`config.mk`:
```
export PLATFORM = sky130hd
export DESIGN_NAME = tmr_match_capture
export DESIGN_NICKNAME = d
export VERILOG_FILES = /design/src/rtl/tmr_pkg.sv /design/src/rtl/tmr_prescaler.sv /design/src/rtl/tmr_match_ch.sv /design/src/rtl/tmr_capture_ch.sv /design/src/rtl/tmr_match_capture.sv
export SDC_FILE = /design/constraint.sdc
export NUM_CORES = 1
export LEC_CHECK = 0
export ABC_AREA = 0
export BUFFER_PORTS_ARGS = -buffer_cell sky130_fd_sc_hd__buf_2
export CAP_MARGIN = 20
export CORE_ASPECT_RATIO = 1.4
export CORE_MARGIN = 5
export CORE_UTILIZATION = 25
export CTS_CLUSTER_DIAMETER = 150
export CTS_CLUSTER_SIZE = 24
export DETAILED_ROUTE_END_ITERATION = 8
export SYNTH_ARGS = -nofsm -noshare
export SYNTH_HDL_FRONTEND = slang
export SYNTH_SLANG_ARGS = --single-unit
```
`constraint.sdc`:
```
create_clock -name clk_i -period 2.7 [get_ports clk_i]
set_input_delay 0.27 -clock clk_i [delete_from_list [all_inputs] [get_ports clk_i]]
set_output_delay 0.27 -clock clk_i [all_outputs]
set_load 0.02 [all_outputs]
```
`src/rtl/tmr_pkg.sv`:
```
package tmr_pkg;

   localparam int unsigned ADDR_W = 5;

   // register word addresses
   localparam logic [ADDR_W-1:0] A_CTRL   = 5'd0;
   localparam logic [ADDR_W-1:0] A_PRE    = 5'd1;
   localparam logic [ADDR_W-1:0] A_CNT    = 5'd2;
   localparam logic [ADDR_W-1:0] A_PCNT   = 5'd3;
   localparam logic [ADDR_W-1:0] A_MCTL   = 5'd4;
   localparam logic [ADDR_W-1:0] A_PINCTL = 5'd5;
   localparam logic [ADDR_W-1:0] A_CCTL   = 5'd6;
   localparam logic [ADDR_W-1:0] A_FLAGS  = 5'd7;
   localparam logic [ADDR_W-1:0] A_MR0    = 5'd8;
   localparam logic [ADDR_W-1:0] A_CAP0   = 5'd12;

   // control register bit positions
   localparam int CB_EN      = 0;
   localparam int CB_HOLD    = 1;
   localparam int CB_CMODE   = 2;
   localparam int CB_SRC_LO  = 4;
   localparam int CB_EDGE_LO = 6;

   typedef enum logic [1:0] {
      PIN_KEEP   = 2'b00,
      PIN_LOW    = 2'b01,
      PIN_HIGH   = 2'b10,
      PIN_TOGGLE = 2'b11
   } pin_act_e;

   typedef struct packed {
      logic stop;
      logic rst;
      logic irq;
   } match_cfg_t;

   typedef struct packed {
      logic irq;
      logic fall;
      logic rise;
   } cap_cfg_t;

endpackage

```
`src/rtl/tmr_prescaler.sv`:
```
module tmr_prescaler #(
   parameter int unsigned W = 32
) (
   input  logic         clk_i,
   input  logic         rst_ni,
   input  logic         run_i,
   input  logic         clr_i,
   input  logic [W-1:0] limit_i,
   output logic [W-1:0] pc_o,
   output logic         wrap_o
);

   logic [W-1:0] pc_q;

   // >= keeps the divider bounded when the limit is lowered mid-count
   assign wrap_o = run_i && (pc_q >= limit_i);
   assign pc_o   = pc_q;

   always_ff @(posedge clk_i or negedge rst_ni) begin
      if (!rst_ni)      pc_q <= '0;
      else if (clr_i)   pc_q <= '0;
      else if (wrap_o)  pc_q <= '0;
      else if (run_i)   pc_q <= pc_q + 1'b1;
   end

   p_wrap_restart_r2: assert property (@(posedge clk_i) disable iff (!rst_ni)
      wrap_o |=> (pc_q == '0));

   p_idle_freeze_r2: assert property (@(posedge clk_i) disable iff (!rst_ni)
      (!run_i && !clr_i) |=> $stable(pc_q));

endmodule

```
`src/rtl/tmr_match_ch.sv`:
```
module tmr_match_ch
   import tmr_pkg::*;
#(
   parameter int unsigned W = 32
) (
   input  logic         clk_i,
   input  logic         rst_ni,
   input  logic         tick_i,
   input  logic [W-1:0] count_i,
   input  logic [W-1:0] match_i,
   input  match_cfg_t   cfg_i,
   input  pin_act_e     act_i,
   output logic         rst_req_o,
   output logic         stop_req_o,
   output logic         irq_set_o,
   output logic         pin_o
);

   logic hit;
   logic pin_q;

   assign hit        = tick_i && (count_i == match_i);
   assign rst_req_o  = hit && cfg_i.rst;
   assign stop_req_o = hit && cfg_i.stop;
   assign irq_set_o  = hit && cfg_i.irq;
   assign pin_o      = pin_q;

   always_ff @(posedge clk_i or negedge rst_ni) begin
      if (!rst_ni) begin
         pin_q <= 1'b0;
      end else if (hit) begin
         unique case (act_i)
            PIN_KEEP:   pin_q <= pin_q;
            PIN_LOW:    pin_q <= 1'b0;
            PIN_HIGH:   pin_q <= 1'b1;
            PIN_TOGGLE: pin_q <= ~pin_q;
         endcase
      end
   end

   p_pin_quiet_r5: assert property (@(posedge clk_i) disable iff (!rst_ni)
      !hit |=> $stable(pin_q));

   p_pin_toggle_r5: assert property (@(posedge clk_i) disable iff (!rst_ni)
      (hit && act_i == PIN_TOGGLE) |=> (pin_q != $past(pin_q)));

endmodule

```
`src/rtl/tmr_capture_ch.sv`:
```
module tmr_capture_ch
   import tmr_pkg::*;
#(
   parameter int unsigned W           = 32,
   parameter int unsigned SYNC_STAGES = 2
) (
   input  logic         clk_i,
   input  logic         rst_ni,
   input  logic         pin_i,
   input  cap_cfg_t     cfg_i,
   input  logic [W-1:0] count_i,
   output logic [W-1:0] cap_o,
   output logic         irq_set_o,
   output logic         rise_o,
   output logic         fall_o
);

   logic [SYNC_STAGES-1:0] sync_q;
   logic                   prev_q;
   logic                   evt;
   logic [W-1:0]           cap_q;

   always_ff @(posedge clk_i or negedge rst_ni) begin
      if (!rst_ni) begin
         sync_q <= '0;
         prev_q <= 1'b0;
      end else begin
         sync_q <= {sync_q[SYNC_STAGES-2:0], pin_i};
         prev_q <= sync_q[SYNC_STAGES-1];
      end
   end

   assign rise_o    = sync_q[SYNC_STAGES-1] && !prev_q;
   assign fall_o    = !sync_q[SYNC_STAGES-1] && prev_q;
   assign evt       = (rise_o && cfg_i.rise) || (fall_o && cfg_i.fall);
   assign irq_set_o = evt && cfg_i.irq;
   assign cap_o     = cap_q;

   always_ff @(posedge clk_i or negedge rst_ni) begin
      if (!rst_ni)   cap_q <= '0;
      else if (evt)  cap_q <= count_i;
   end

   p_cap_quiet_r7: assert property (@(posedge clk_i) disable iff (!rst_ni)
      !evt |=> $stable(cap_q));

   p_cap_latch_r7: assert property (@(posedge clk_i) disable iff (!rst_ni)
      evt |=> (cap_q == $past(count_i)));

endmodule

```
`src/rtl/tmr_match_capture.sv`:
```
module tmr_match_capture
   import tmr_pkg::*;
#(
   parameter int unsigned CNT_W       = 32,
   parameter int unsigned NUM_MATCH   = 4,
   parameter int unsigned NUM_CAP     = 3,
   parameter int unsigned SYNC_STAGES = 2
) (
   input  logic                 clk_i,
   input  logic                 rst_ni,
   input  logic [ADDR_W-1:0]    bus_addr_i,
   input  logic                 bus_wr_i,
   input  logic [CNT_W-1:0]     bus_wdata_i,
   output logic [CNT_W-1:0]     bus_rdata_o,
   input  logic [NUM_CAP-1:0]   cap_pin_i,
   output logic [NUM_MATCH-1:0] match_pin_o,
   output logic                 irq_o
);

   localparam int unsigned NF    = NUM_MATCH + NUM_CAP;
   localparam int unsigned MCT_W = 3 * NUM_MATCH;
   localparam int unsigned PIN_W = 2 * NUM_MATCH;
   localparam int unsigned CCT_W = 3 * NUM_CAP;

   // elaboration-time parameter checks
   if (NUM_MATCH < 1 || NUM_MATCH > 4) begin : g_bad_match
      $error("NUM_MATCH must be 1..4");
   end
   if (NUM_CAP < 1 || NUM_CAP > 4) begin : g_bad_cap
      $error("NUM_CAP must be 1..4");
   end
   if (CNT_W < 12) begin : g_bad_width
      $error("CNT_W must be at least 12");
   end
   if (SYNC_STAGES < 2) begin : g_bad_sync
      $error("SYNC_STAGES must be at least 2");
   end

   // ---------------- registers ----------------
   logic [7:0]        ctrl_q;
   logic [CNT_W-1:0]  pre_q;
   logic [CNT_W-1:0]  tc_q;
   logic [MCT_W-1:0]  mctl_q;
   logic [PIN_W-1:0]  pinctl_q;
   logic [CCT_W-1:0]  cctl_q;
   logic [CNT_W-1:0]  mr_q [NUM_MATCH];
   logic [NF-1:0]     flags_q;

   logic wr_ctrl, wr_flags;
   assign wr_ctrl  = bus_wr_i && (bus_addr_i == A_CTRL);
   assign wr_flags = bus_wr_i && (bus_addr_i == A_FLAGS);

   logic en, hold, cmode;
   assign en    = ctrl_q[CB_EN];
   assign hold  = ctrl_q[CB_HOLD];
   assign cmode = ctrl_q[CB_CMODE];

   // ---------------- prescaler ----------------
   logic [CNT_W-1:0] pc_w;
   logic             psc_wrap;

   tmr_prescaler #(.W(CNT_W)) u_psc (
      .clk_i   (clk_i),
      .rst_ni  (rst_ni),
      .run_i   (en && !hold && !cmode),
      .clr_i   (hold),
      .limit_i (pre_q),
      .pc_o    (pc_w),
      .wrap_o  (psc_wrap)
   );

   // ---------------- capture channels ----------------
   logic [CNT_W-1:0]   cap_w [NUM_CAP];
   logic [NUM_CAP-1:0] cap_set_w, rise_w, fall_w;

   for (genvar c = 0; c < NUM_CAP; c++) begin : g_cap
      tmr_capture_ch #(.W(CNT_W), .SYNC_STAGES(SYNC_STAGES)) u_cap (
         .clk_i     (clk_i),
         .rst_ni    (rst_ni),
         .pin_i     (cap_pin_i[c]),
         .cfg_i     (cap_cfg_t'(cctl_q[3*c +: 3])),
         .count_i   (tc_q),
         .cap_o     (cap_w[c]),
         .irq_set_o (cap_set_w[c]),
         .rise_o    (rise_w[c]),
         .fall_o    (fall_w[c])
      );
   end

   // counter-mode source selection
   logic src_rise, src_fall, cnt_evt;
   always_comb begin
      src_rise = 1'b0;
      src_fall = 1'b0;
      for (int i = 0; i < NUM_CAP; i++) begin
         if (ctrl_q[CB_SRC_LO +: 2] == 2'(i)) begin
            src_rise = rise_w[i];
            src_fall = fall_w[i];
         end
      end
   end
   assign cnt_evt = (ctrl_q[CB_EDGE_LO] && src_rise) || (ctrl_q[CB_EDGE_LO+1] && src_fall);

   logic tick;
   assign tick = en && !hold && (cmode ? cnt_evt : psc_wrap);

   // ---------------- match channels ----------------
   logic [NUM_MATCH-1:0] rst_req_w, stop_req_w, m_set_w;

   for (genvar m = 0; m < NUM_MATCH; m++) begin : g_match
      tmr_match_ch #(.W(CNT_W)) u_match (
         .clk_i      (clk_i),
         .rst_ni     (rst_ni),
         .tick_i     (tick),
         .count_i    (tc_q),
         .match_i    (mr_q[m]),
         .cfg_i      (match_cfg_t'(mctl_q[3*m +: 3])),
         .act_i      (pin_act_e'(pinctl_q[2*m +: 2])),
         .rst_req_o  (rst_req_w[m]),
         .stop_req_o (stop_req_w[m]),
         .irq_set_o  (m_set_w[m]),
         .pin_o      (match_pin_o[m])
      );
   end

   logic any_rst, any_stop;
   assign any_rst  = |rst_req_w;
   assign any_stop = |stop_req_w;

   // ---------------- counter ----------------
   always_ff @(posedge clk_i or negedge rst_ni) begin
      if (!rst_ni)        tc_q <= '0;
      else if (hold)      tc_q <= '0;
      else if (tick) begin
         if (any_rst)        tc_q <= '0;
         else if (!any_stop) tc_q <= tc_q + 1'b1;
      end
   end

   // ---------------- configuration writes ----------------
   always_ff @(posedge clk_i or negedge rst_ni) begin
      if (!rst_ni) begin
         ctrl_q   <= '0;
         pre_q    <= '0;
         mctl_q   <= '0;
         pinctl_q <= '0;
         cctl_q   <= '0;
         for (int i = 0; i < NUM_MATCH; i++) mr_q[i] <= '0;
      end else begin
         if (wr_ctrl) ctrl_q <= bus_wdata_i[7:0] & 8'hF7;
         if (any_stop) ctrl_q[CB_EN] <= 1'b0;
         if (bus_wr_i && bus_addr_i == A_PRE)    pre_q    <= bus_wdata_i;
         if (bus_wr_i && bus_addr_i == A_MCTL)   mctl_q   <= bus_wdata_i[MCT_W-1:0];
         if (bus_wr_i && bus_addr_i == A_PINCTL) pinctl_q <= bus_wdata_i[PIN_W-1:0];
         if (bus_wr_i && bus_addr_i == A_CCTL)   cctl_q   <= bus_wdata_i[CCT_W-1:0];
         for (int i = 0; i < NUM_MATCH; i++) begin
            if (bus_wr_i && bus_addr_i == A_MR0 + ADDR_W'(i)) mr_q[i] <= bus_wdata_i;
         end
      end
   end

   // ---------------- interrupt flags ----------------
   logic [NF-1:0] flag_clr;
   assign flag_clr = wr_flags ? bus_wdata_i[NF-1:0] : '0;

   always_ff @(posedge clk_i or negedge rst_ni) begin
      if (!rst_ni) flags_q <= '0;
      else         flags_q <= (flags_q & ~flag_clr) | {cap_set_w, m_set_w};
   end

   assign irq_o = |flags_q;

   // ---------------- read mux ----------------
   always_comb begin
      bus_rdata_o = '0;
      case (bus_addr_i)
         A_CTRL:   bus_rdata_o[7:0]       = ctrl_q;
         A_PRE:    bus_rdata_o            = pre_q;
         A_CNT:    bus_rdata_o            = tc_q;
         A_PCNT:   bus_rdata_o            = pc_w;
         A_MCTL:   bus_rdata_o[MCT_W-1:0] = mctl_q;
         A_PINCTL: bus_rdata_o[PIN_W-1:0] = pinctl_q;
         A_CCTL:   bus_rdata_o[CCT_W-1:0] = cctl_q;
         A_FLAGS:  bus_rdata_o[NF-1:0]    = flags_q;
         default:  ;
      endcase
      for (int i = 0; i < NUM_MATCH; i++) begin
         if (bus_addr_i == A_MR0 + ADDR_W'(i)) bus_rdata_o = mr_q[i];
      end
      for (int i = 0; i < NUM_CAP; i++) begin
         if (bus_addr_i == A_CAP0 + ADDR_W'(i)) bus_rdata_o = cap_w[i];
      end
   end

   // ---------------- assertions ----------------
   p_step_r2: assert property (@(posedge clk_i) disable iff (!rst_ni)
      (tick && !any_rst && !any_stop) |=> (tc_q == $past(tc_q) + 1'b1));

   p_freeze_r2: assert property (@(posedge clk_i) disable iff (!rst_ni)
      (!tick && !hold) |=> $stable(tc_q));

   p_hold_zero_r2: assert property (@(posedge clk_i) disable iff (!rst_ni)
      hold |=> (tc_q == '0));

   p_reset_zero_r3: assert property (@(posedge clk_i) disable iff (!rst_ni)
      any_rst |=> (tc_q == '0));

   p_stop_clears_r4: assert property (@(posedge clk_i) disable iff (!rst_ni)
      any_stop |=> !ctrl_q[CB_EN]);

   p_stop_freeze_r4: assert property (@(posedge clk_i) disable iff (!rst_ni)
      (any_stop && !any_rst && !hold) |=> $stable(tc_q));

   p_flag_sticky_r6: assert property (@(posedge clk_i) disable iff (!rst_ni)
      !wr_flags |=> ((flags_q & $past(flags_q)) == $past(flags_q)));

   p_cmode_bypass_r9: assert property (@(posedge clk_i) disable iff (!rst_ni)
      (cmode && !hold) |=> $stable(pc_w));

endmodule

```
; ---- Word level (Yosys, flattened, before mapping)
; Cells that the tools add are included.
[classes]
add_sub_neg = 2
n_mul = 0
div = 0
n_lt_le_gt_ge = 1
eq_ne = 33
n_shift = 0
mux = 33
n_bitwise = 11
reduce_logical = 76
[ops]
columns = operator, n
row1 = 32-bit 2-to-1 mux, 14
row2 = 32-bit == test, 4
row3 = "32-bit by 1-bit adder with 32-bit output, second input constant", 2
row4 = 20-bit one-hot mux with 3 select lines, 1
row5 = 7-bit one-hot mux with 8 select lines, 1
row6 = 1-bit logical AND, 47
row7 = "5-bit by 4-bit == test with 1-bit output, second input constant", 7
row8 = 32-bit >= comparator, 1
row9 = "5-bit by 3-bit == test with 1-bit output, second input constant", 4
row10 = "2-bit == test, second input constant", 9
row11 = 1-bit one-hot mux with 3 select lines, 4
row12 = 3-bit one-hot mux with 4 select lines, 1
row13 = "2-bit by 1-bit == test with 1-bit output, second input constant", 5
row14 = "5-bit by 2-bit == test with 1-bit output, second input constant", 2
row15 = 2-bit logical NOT, 5
row16 = 2-bit AND reduction, 5
row17 = 1-bit 2-to-1 mux, 9
row18 = 1-bit logical NOT, 8
row19 = 1-bit inverter, 8
row20 = 4-bit OR reduction, 2
row21 = 7-bit AND, 1
row22 = 7-bit 2-to-1 mux, 1
row23 = 7-bit inverter, 1
row24 = 7-bit OR, 1
row25 = other kinds (9), 13
[totals]
regBits = 376
latchBits = 0
ramBits = 0
romBits = 0
input_bits = 43
out_inout_bits = 37
word_cells = 182
memories = 0

; ---- Depth between registers and ports, before layout
; Gate-level depths: netlist of the first run.
[logic_depth]
depth_word = 16
mapped_depth = 12
depth_no_buf = 10

; ---- By module
; Synthesis of the first run repeated with hierarchy kept, for this count alone.
[hier_totals]
hier_cells = 2468
hier_area_um2 = 24150.7
[by_module_without_submodules]
columns = mod, n_inst, cells_per_inst, area_each_um2, seq_area_each_um2
row1 = tmr_match_capture, 1, 1117, 12413.2, 5880.6
row2 = tmr_capture_ch, 3, 267, 2397.3, 875.8
row3 = tmr_prescaler, 1, 334, 2813.9, 800.8
row4 = tmr_match_ch, 4, 54, 432.9, 25.0

; ---- Worst setup path after synthesis of the first run
; OpenSTA, ideal clock, no wires.
[synth_path]
path_kind = flip-flop to flip-flop
start = register u_psc.pc_q[15] (netlist: u_psc.pc_o[15])
end = register tc_q[2]
setup_ns = 0.104
arrival_ns = 2.668
required_ns = 2.596
path_slack_ns = -0.072
path_stages_with_launch = 10
path_buffers = 0
period_less_slack_ns = 2.772
cell_sequence = dfrtp_1 > ha_1 > nand4_1 > or4_1 > o211ai_1 > o41ai_1 > a31oi_2 > nand2_1 > or4_1 > o311ai_1
[synth_via]
elab_chain_cells = 10
elab_cells_between_ends = 24
cone_classes = 1 x order compare / 1 x eq/ne / 4 x mux / 18 x reduce/logical
[synth_lines]
columns = element, line_no
row1 = "start, declared", tmr_prescaler.sv:13  ; logic [W-1:0] pc_q;
row2 = "start signal, assigned", tmr_prescaler.sv:23  ; else if (run_i) pc_q <= pc_q + 1'b1;
row3 = 32-bit >= comparator (*), tmr_prescaler.sv:16  ; assign wrap_o = run_i && (pc_q >= limit_i);
row4 = 1-bit logical AND (*), tmr_prescaler.sv:16
row5 = 1-bit 2-to-1 mux (*), tmr_match_capture.sv:105  ; assign tick = en && !hold && (cmode ? cnt_evt : psc_wrap);
row6 = 1-bit logical AND (*), tmr_match_capture.sv:105
row7 = 1-bit logical AND, tmr_match_ch.sv:22  ; assign hit = tick_i && (count_i == match_i);
row8 = 1-bit logical AND, tmr_match_ch.sv:23  ; assign rst_req_o = hit && cfg_i.rst;
row9 = 4-bit OR reduction, tmr_match_capture.sv:127  ; assign any_rst = |rst_req_w;
row10 = 32-bit 2-to-1 mux, tmr_match_capture.sv:135  ; if (any_rst) tc_q <= '0;
row11 = 32-bit 2-to-1 mux, tmr_match_capture.sv:134  ; else if (tick) begin
row12 = 32-bit 2-to-1 mux, tmr_match_capture.sv:133  ; else if (hold) tc_q <= '0;
row13 = "end signal, assigned", tmr_match_capture.sv:136  ; else if (!any_stop) tc_q <= tc_q + 1'b1;
row14 = "end, declared", tmr_match_capture.sv:42  ; logic [CNT_W-1:0] tc_q;
; Every way passes the cells marked *; elsewhere a longest branch is shown, timed or not. The select of a mux whose other input is x is not followed.
; A chain may end at the register's enable or synchronous reset.

; ---- Worst setup path after layout of the first run
[layout_path]
start = register pre_q[15]
end = register tc_q[19]
[layout_via]
elab_chain_cells = 10
elab_cells_between_ends = 24
cone_classes = 1 x order compare / 1 x eq/ne / 4 x mux / 18 x reduce/logical
[layout_lines]
columns = element, line_no
row1 = "start, declared", tmr_match_capture.sv:41  ; logic [CNT_W-1:0] pre_q;
row2 = "start signal, assigned", tmr_match_capture.sv:152  ; if (bus_wr_i && bus_addr_i == A_PRE) pre_q <= bus_wdata_i;
row3 = 32-bit >= comparator (*), tmr_prescaler.sv:16
row4 = 1-bit logical AND (*), tmr_prescaler.sv:16
row5 = 1-bit 2-to-1 mux (*), tmr_match_capture.sv:105
row6 = 1-bit logical AND (*), tmr_match_capture.sv:105
row7 = 1-bit logical AND, tmr_match_ch.sv:22
row8 = 1-bit logical AND, tmr_match_ch.sv:23
row9 = 4-bit OR reduction, tmr_match_capture.sv:127
row10 = 32-bit 2-to-1 mux, tmr_match_capture.sv:135
row11 = 32-bit 2-to-1 mux, tmr_match_capture.sv:134
row12 = 32-bit 2-to-1 mux, tmr_match_capture.sv:133
; Marks and branches as above.

==> impl_metrics.ini, run 1 <==
[status]
violations = negative setup slack
outcome = complete, but fails checks

[critical_path]
critPathKind = reg2reg
cp_top_family = compound AO/OA/AOI/OAI gates
cp-end-kind = register
critPathBufInv = 3
worstPathArrival_ps = 3420
slowest_delay_ps = 540
cpMostUsedCell = o41ai_4
critPathSlowestCell = or4_1
critPathMaxFanout = 6
reg2reg_slack_ps = -330
crit_start = pre_q[15]
critPathRequiredTime_ps = 3090
crit_path_cell_trace = inv_1, ha_4, nand4_1, or4_1, o211ai_1, o41ai_4, buf_4, a31o_4, buf_12, and3_4, a41oi_4, o41ai_4
worst_setup_path_start_kind = register
r2r_start = pre_q[15]

[logic_synthesis]
ys_ff_latch = 376
synthTopCellsByCount = dfrtp_1 (376), mux2_2 (292), xor2_1 (96)
syn_area_mm2 = 0.0200
synth_cell_types = 62
synth_top_family_by_area = multiplexers
synth_flop_cell = dfrtp_1
synth_xor_area_share_pct = 5.65
yosys.area_share.adder_pct = 2.13
syn_area_per_cell_um2 = 10.9
synth_warnings = 0
synth.most_common_cell = dfrtp_1
ys_seq_area_share_pct = 47.1
synth_top_cell_by_area = dfrtp_1
synth_compound_area_share_pct = 12.7
yosys.area_share.simple_pct = 11.7
synth_nets = 1907
muxShareOfSynthArea_pct = 16.5
synth-edff-count = 0
synthTopCellsByArea = dfrtp_1 (47%), mux2_2 (16%), xor2_1 (4.2%), a22oi_1 (2.5%), ha_1 (2.1%)
async_flop_share_pct = 100
synth_cells = 1830
netlist.area_leader.share_pct = 47.1

[finish]
fin_nets = 2305
syn2layout_area_growth_pct = 34.4
fillers = 7805
drive_above_1_share_pct = 46.1

[drt]
ant_nets = 0
first_pass_iters = 8
drt_iter0_drc = 1674
wl_per_cell_um = 24.9
totalWireLength_mm = 81.8
drc = 0
vias = 17400
vias_per_cell = 5.28

[timing]
slew_headroom_pct = 51.9
setup_viol = 70
fmax_mhz = 330
skew_ps = 22.5
finalCriticalPeriod_ps = 3030
holdWs_ps = 16.6
finalCritPeriodShare_pct = 112
slew_viol_final = 0
fin_ws_ps = -330
tightest_slew_ps = 721
rsz0062_at_grt = yes
final_hold_viol_count = 0

[clock_network]
cts-root-buf = clkbuf_16
cts.path.max_buffers = 3
clk_latency_ps = 550
htreeDepth = 1
cts_sinks = 376
cts_buffers = 19
cts_tree = built
clkTransAtPathRegs_ps = 120

[placement]
gp_congestion = 1.01
port_buffers = 79
hpwl_mm = 60.9

[floorplanning]
initial_core_util_pct = 25.2
fp.dieH_um = 345
rows = 122
die_w_um = 249
core_mm2 = 0.0792
io_pins = 80
die_area_mm2 = 0.0858

[global_routing]
grt_pass1_vias = 17800
grt_overflow = 0
antenna_found_initial = 11
grt_max_degree = 69
track_usage_pct = 18.1
grt_first_pass_wirelength_mm = 119

[power_and_ir_drop]
ir_worst_vdd_uv = 423
finalPower_mw = 14.6
power.density_mw_per_mm2 = 545
leakagePower_nw = 12.5

[hold_path]
min-delay-start = bus_wdata_i[13]
hold_class = in2reg

[run]
max_cap_violations = 0
stage by stage:
stage | instances | utilization, % | worst slack [ps] | setup TNS (ps) | cell area (µm²)
2_1_floorplan | 1830 | - | 3.75 | 0 | 20000
3_3_place_gp | 3206 | 30.8 | -596 | -13630 | 24400
3_5_place_dp | 3206 | 30.8 | -689 | -15690 | 24400
4_1_cts | 3258 | 32.6 | -287 | -11430 | 25900
5_1_grt | 3284 | 33.9 | -372 | -16820 | 26900
6_report | 3290 | 33.9 | -330 | -11310 | 26900
worst register-to-register path: stages, from the launching register on:
cell and delay [ps]:
dfrtp_1 370, inv_1 70, ha_4 270, nand4_1 170, or4_1 540, o211ai_1 160, o41ai_4 150, buf_4 170
a31o_4 280, buf_12 160, and3_4 180, a41oi_4 200, o41ai_4 150
report_power, final:
group	leakage [nW]	total, mW	switching (mW)	internal [mW]
Sequential	4.95	7.01	0.692	6.32
Combinational	7.35	4.44	2.28	2.15
Clock	0.239	3.18	1.90	1.28
Total	12.5	14.6	4.88	9.75
cell families (layout without fill, tap and decap cells):
| group | after synthesis | in the layout |
|---|---|---|
| AOI/OAI and AO/OA | 355 | 355 |
| xor gates and xnor gates | 129 | 129 |
| adders and majority gates | 34 | 34 |
| buffers and inverters | 194 | 591 |
| DFF | 376 | 376 |
| muxes | 293 | 293 |
| other | 0 | 9 |
| and+or+nand+nor | 449 | 449 |
final timing paths:
check	endpoint	depth (start not counted)
max	tc_q[19]	12
min in group asynchronous	g_cap[0].u_cap.cap_o[3]	2
min	pre_q[13]	2
max in group asynchronous	u_psc.pc_o[19]	3
min reg2reg	g_cap[0].u_cap.sync_q[1]	0
max reg2reg	tc_q[19]	12
repair_timing:
action                                  4_1_cts  5_1_grt
hold buffers                                  4        0
endpoints found under the hold margin        61        0
endpoints found under the setup margin       79       85
resized for setup                           185      172
buffers inserted                             30       31
gates cloned                                  6        2
pin swaps                                    71       62
flip-flops by register name (all words and copies together) (netlist names), 7 cells and up:
register and flops:
cctl_q 9, ctrl_q 7, flags_q 7, g_cap.u_cap.cap_o 96, mctl_q 12, mr_q 128, pinctl_q 8, pre_q 32
tc_q 32, u_psc.pc_o 32
area by class of cell:
cell class	count	area [µm²]	share of cell area, %
multi-input cells	1260	11000	40.9
diodes	9	22.5	0.0838
clock inverters	1	8.76	0.0326
flip-flops and latches	376	9430	35.1
repair buffers	521	4440	16.5
well taps	1054	1320	4.91
clock buffers	19	475	1.77
inverters	50	188	0.699
cell usage in the layout (no fill, tap or decap), drive strengths merged, types with 28 or more instances in the layout:
master,n
a21oi,38
a222oi,36
a22oi,67
a31oi,28
and3,49
buf,514
dfrtp,376
ha,34
inv,51
mux2,292
nand2,93
nand3,49
nand4,48
nor2,85
nor4,36
o21ai,79
xnor2,33
xor2,96
layer usage:
layer  up-vias  global-route usage, %  wire, µm  part of all wire [%]
li1       7556                      -         -                     -
met1      8841                   20.8     30200                    37
met2       743                   32.8     41200                    50
met3       222                   1.92      4510                   5.5
met4         2                   10.2      5860                   7.2
met5         -                      0        13                 0.016
No activity file was read; power rests on OpenSTA's default activity.
==> run 2: changes to the inputs <==
--- a/config.mk
+++ b/config.mk
@@ -10,10 +10,11 @@
 export CAP_MARGIN = 20
 export CORE_ASPECT_RATIO = 1.4
 export CORE_MARGIN = 5
-export CORE_UTILIZATION = 25
+export CORE_UTILIZATION = 56
 export CTS_CLUSTER_DIAMETER = 150
 export CTS_CLUSTER_SIZE = 24
 export DETAILED_ROUTE_END_ITERATION = 8
+export PLACE_DENSITY = 0.76
 export SYNTH_ARGS = -nofsm -noshare
 export SYNTH_HDL_FRONTEND = slang
 export SYNTH_SLANG_ARGS = --single-unit
==> impl_metrics.ini, run 2 (same netlist as run 1, synthesis figures left out) <==
[timing]
setup_tns_ps = -5360
slew_headroom_pct = 51.5
fmax_mhz = 346
holdWs_ps = 22.6
slew_viol_final = 0
finalCritPeriodShare_pct = 107
rsz0062_at_grt = yes
tightest_slew_ps = 717
fin_ws_ps = -194
skew_ps = 25.2
finalCriticalPeriod_ps = 2890
setup_viol = 59
final_hold_viol_count = 0

[drt]
vias_per_cell = 6.72
wl_per_cell_um = 27.2
ant_nets = 0
drc = 1
vias = 17100
wl_met2_mm = 32.3
wl_met3_mm = 5.98
first_pass_iters = 9
top_layer_used = met4
totalWireLength_mm = 69.3
wl_met1_mm = 25.7
drt_iter0_drc = 1992

[critical_path]
worst_setup_path_start_kind = register
critPathBufInv = 2
ff2ff_path_depth = 11
critPathKind = reg2reg
critPathSlowestCell = or4_1
cpMostUsedCell = or4_1
critPathRequiredTime_ps = 3150
cp-end-kind = register
cp_top_family = simple AND/OR/NAND/NOR gates
slowest_delay_ps = 550
crit_path_cell_trace = inv_1, ha_1, nand4_1, or4_1, o211ai_1, o41ai_4, a31oi_4, buf_6, nand2_8, or4_1, o311ai_1
reg2reg_slack_ps = -190
worstPathArrival_ps = 3340
r2r-end = tc_q[2]
critPathMaxFanout = 7
r2r_start = pre_q[9]

[run]
max_cap_violations = 0

[hold_path]
min-delay-start = bus_wdata_i[16]
hold_class = in2reg
hold_end = pre_q[16]
whs_path_depth = 2

[clock_network]
clk_latency_ps = 550
cts-root-buf = clkbuf_16
cts_tree = built
cts_sinks = 376
cts.path.max_buffers = 3
htreeDepth = 1
cts_buffers = 19
clkTransAtPathRegs_ps = 100

[finish]
multi_input_comb_area_mm2 = 0.0107
syn2layout_area_growth_pct = 22.4
largest_reg_flops = 128
layout_commonest_cell = dfrtp_1
fin_nets = 2167
antennaDiodeCount = 0
mostFrequentLayoutCells = dfrtp_1 (353), mux2_2 (291), buf_4 (251), nand2_1 (91), xor2_1 (84)
fillers = 2636
drive_above_1_share_pct = 40.8
regArea_mm2 = 0.00944
top_register = mr_q

[floorplanning]
die_area_mm2 = 0.0396
io_pins = 80
initial_core_util_pct = 56.3
die_w_um = 170
rows = 82
core_mm2 = 0.0355
fp.dieH_um = 234

[placement]
gp_congestion = 1.03
hpwl_mm = 49.4
port_buffers = 79
place_ws_ps = -374

[status]
violations = design-rule violations, negative setup slack
outcome = complete, but fails checks

[power_and_ir_drop]
finalPower_mw = 13.7
power.density_mw_per_mm2 = 560
leakagePower_nw = 11.6
ir_worst_vdd_uv = 496

[global_routing]
track_usage_pct = 34.3
antenna_found_initial = 1
grt_first_pass_wirelength_mm = 104
grt_pass1_vias = 17200
grt_max_degree = 80
grt_overflow = 0
## run 2: cell types whose count changed in the layout (fill, tap and decap cells not counted), moves of 9 or more
cell / previous run / this run
buf_4: 369 / 251
o21ai_0: 20 / 46
o21ai_2: 19 / 4
buf_6: 38 / 24
o21ai_1: 40 / 29
buf_12: 30 / 20
diode_2: 9 / 0
## run 2: routing by layer
| layer | vias up | track usage [%] |
|---|---|---|
| li1 | 7252 | - |
| met1 | 8609 | 44.7 |
| met3 | 268 | 4.89 |
| met5 | - | 0 |
| met2 | 1006 | 54.4 |
| met4 | 0 | 20.4 |
## run 2: through the flow
stage	instance area, µm²	std cells	util (%)
6_report	24500	2551	68.9
5_1_grt	24500	2551	68.9
4_1_cts	23600	2525	66.5
3_5_place_dp	22600	2492	63.7
3_3_place_gp	22600	2492	63.7
2_1_floorplan	20000	1830	-
## run 2: timing repair
item                                   in CTS  in global routing
gates cloned                                5                  1
resized for setup                          91                146
setup buffers                               8                 31
pin swaps                                  30                 57
hold buffers                                4                  0
endpoints found under the hold margin      77                  0
setup endpoints to repair                  64                 78
## run 2: final cells by class
cell class / instances / share of cell area, %
clock buffer: 19 / 1.94
multi-input combinational: 1264 / 43.8
sequential: 376 / 38.6
clock inverter: 1 / 0.0358
tap: 462 / 2.36
inverter: 50 / 0.767
timing repair buffer: 379 / 12.5
## run 2: worst max path at each step
stage / startpoint / end / slack (ps) / depth (start not counted)
floorplan: u_psc.pc_o[11] / tc_q[2] / 4 / 9
global placement: tc_q[0] / tc_q[22] / -320 / 9
detailed placement: tc_q[0] / tc_q[17] / -370 / 10
CTS: pre_q[10] / tc_q[2] / -120 / 11
global route: pre_q[9] / tc_q[2] / -290 / 11
finish: pre_q[9] / tc_q[2] / -190 / 11
## run 2: worst register-to-register path, cell delays in order, from the launching register on
cell and delay [ps]:
dfrtp_1 360, inv_1 50, ha_1 300, nand4_1 140, or4_1 550, o211ai_1 180
o41ai_4 140, a31oi_4 360, buf_6 180, nand2_8 60, or4_1 400, o311ai_1 80
## run 2: power by group
part / internal, mW / switching (mW) / total (mW)
logic: 1.64 / 1.90 / 3.55
clock network: 1.28 / 1.85 / 3.13
registers: 6.32 / 0.711 / 7.03
total: 9.24 / 4.46 / 13.7
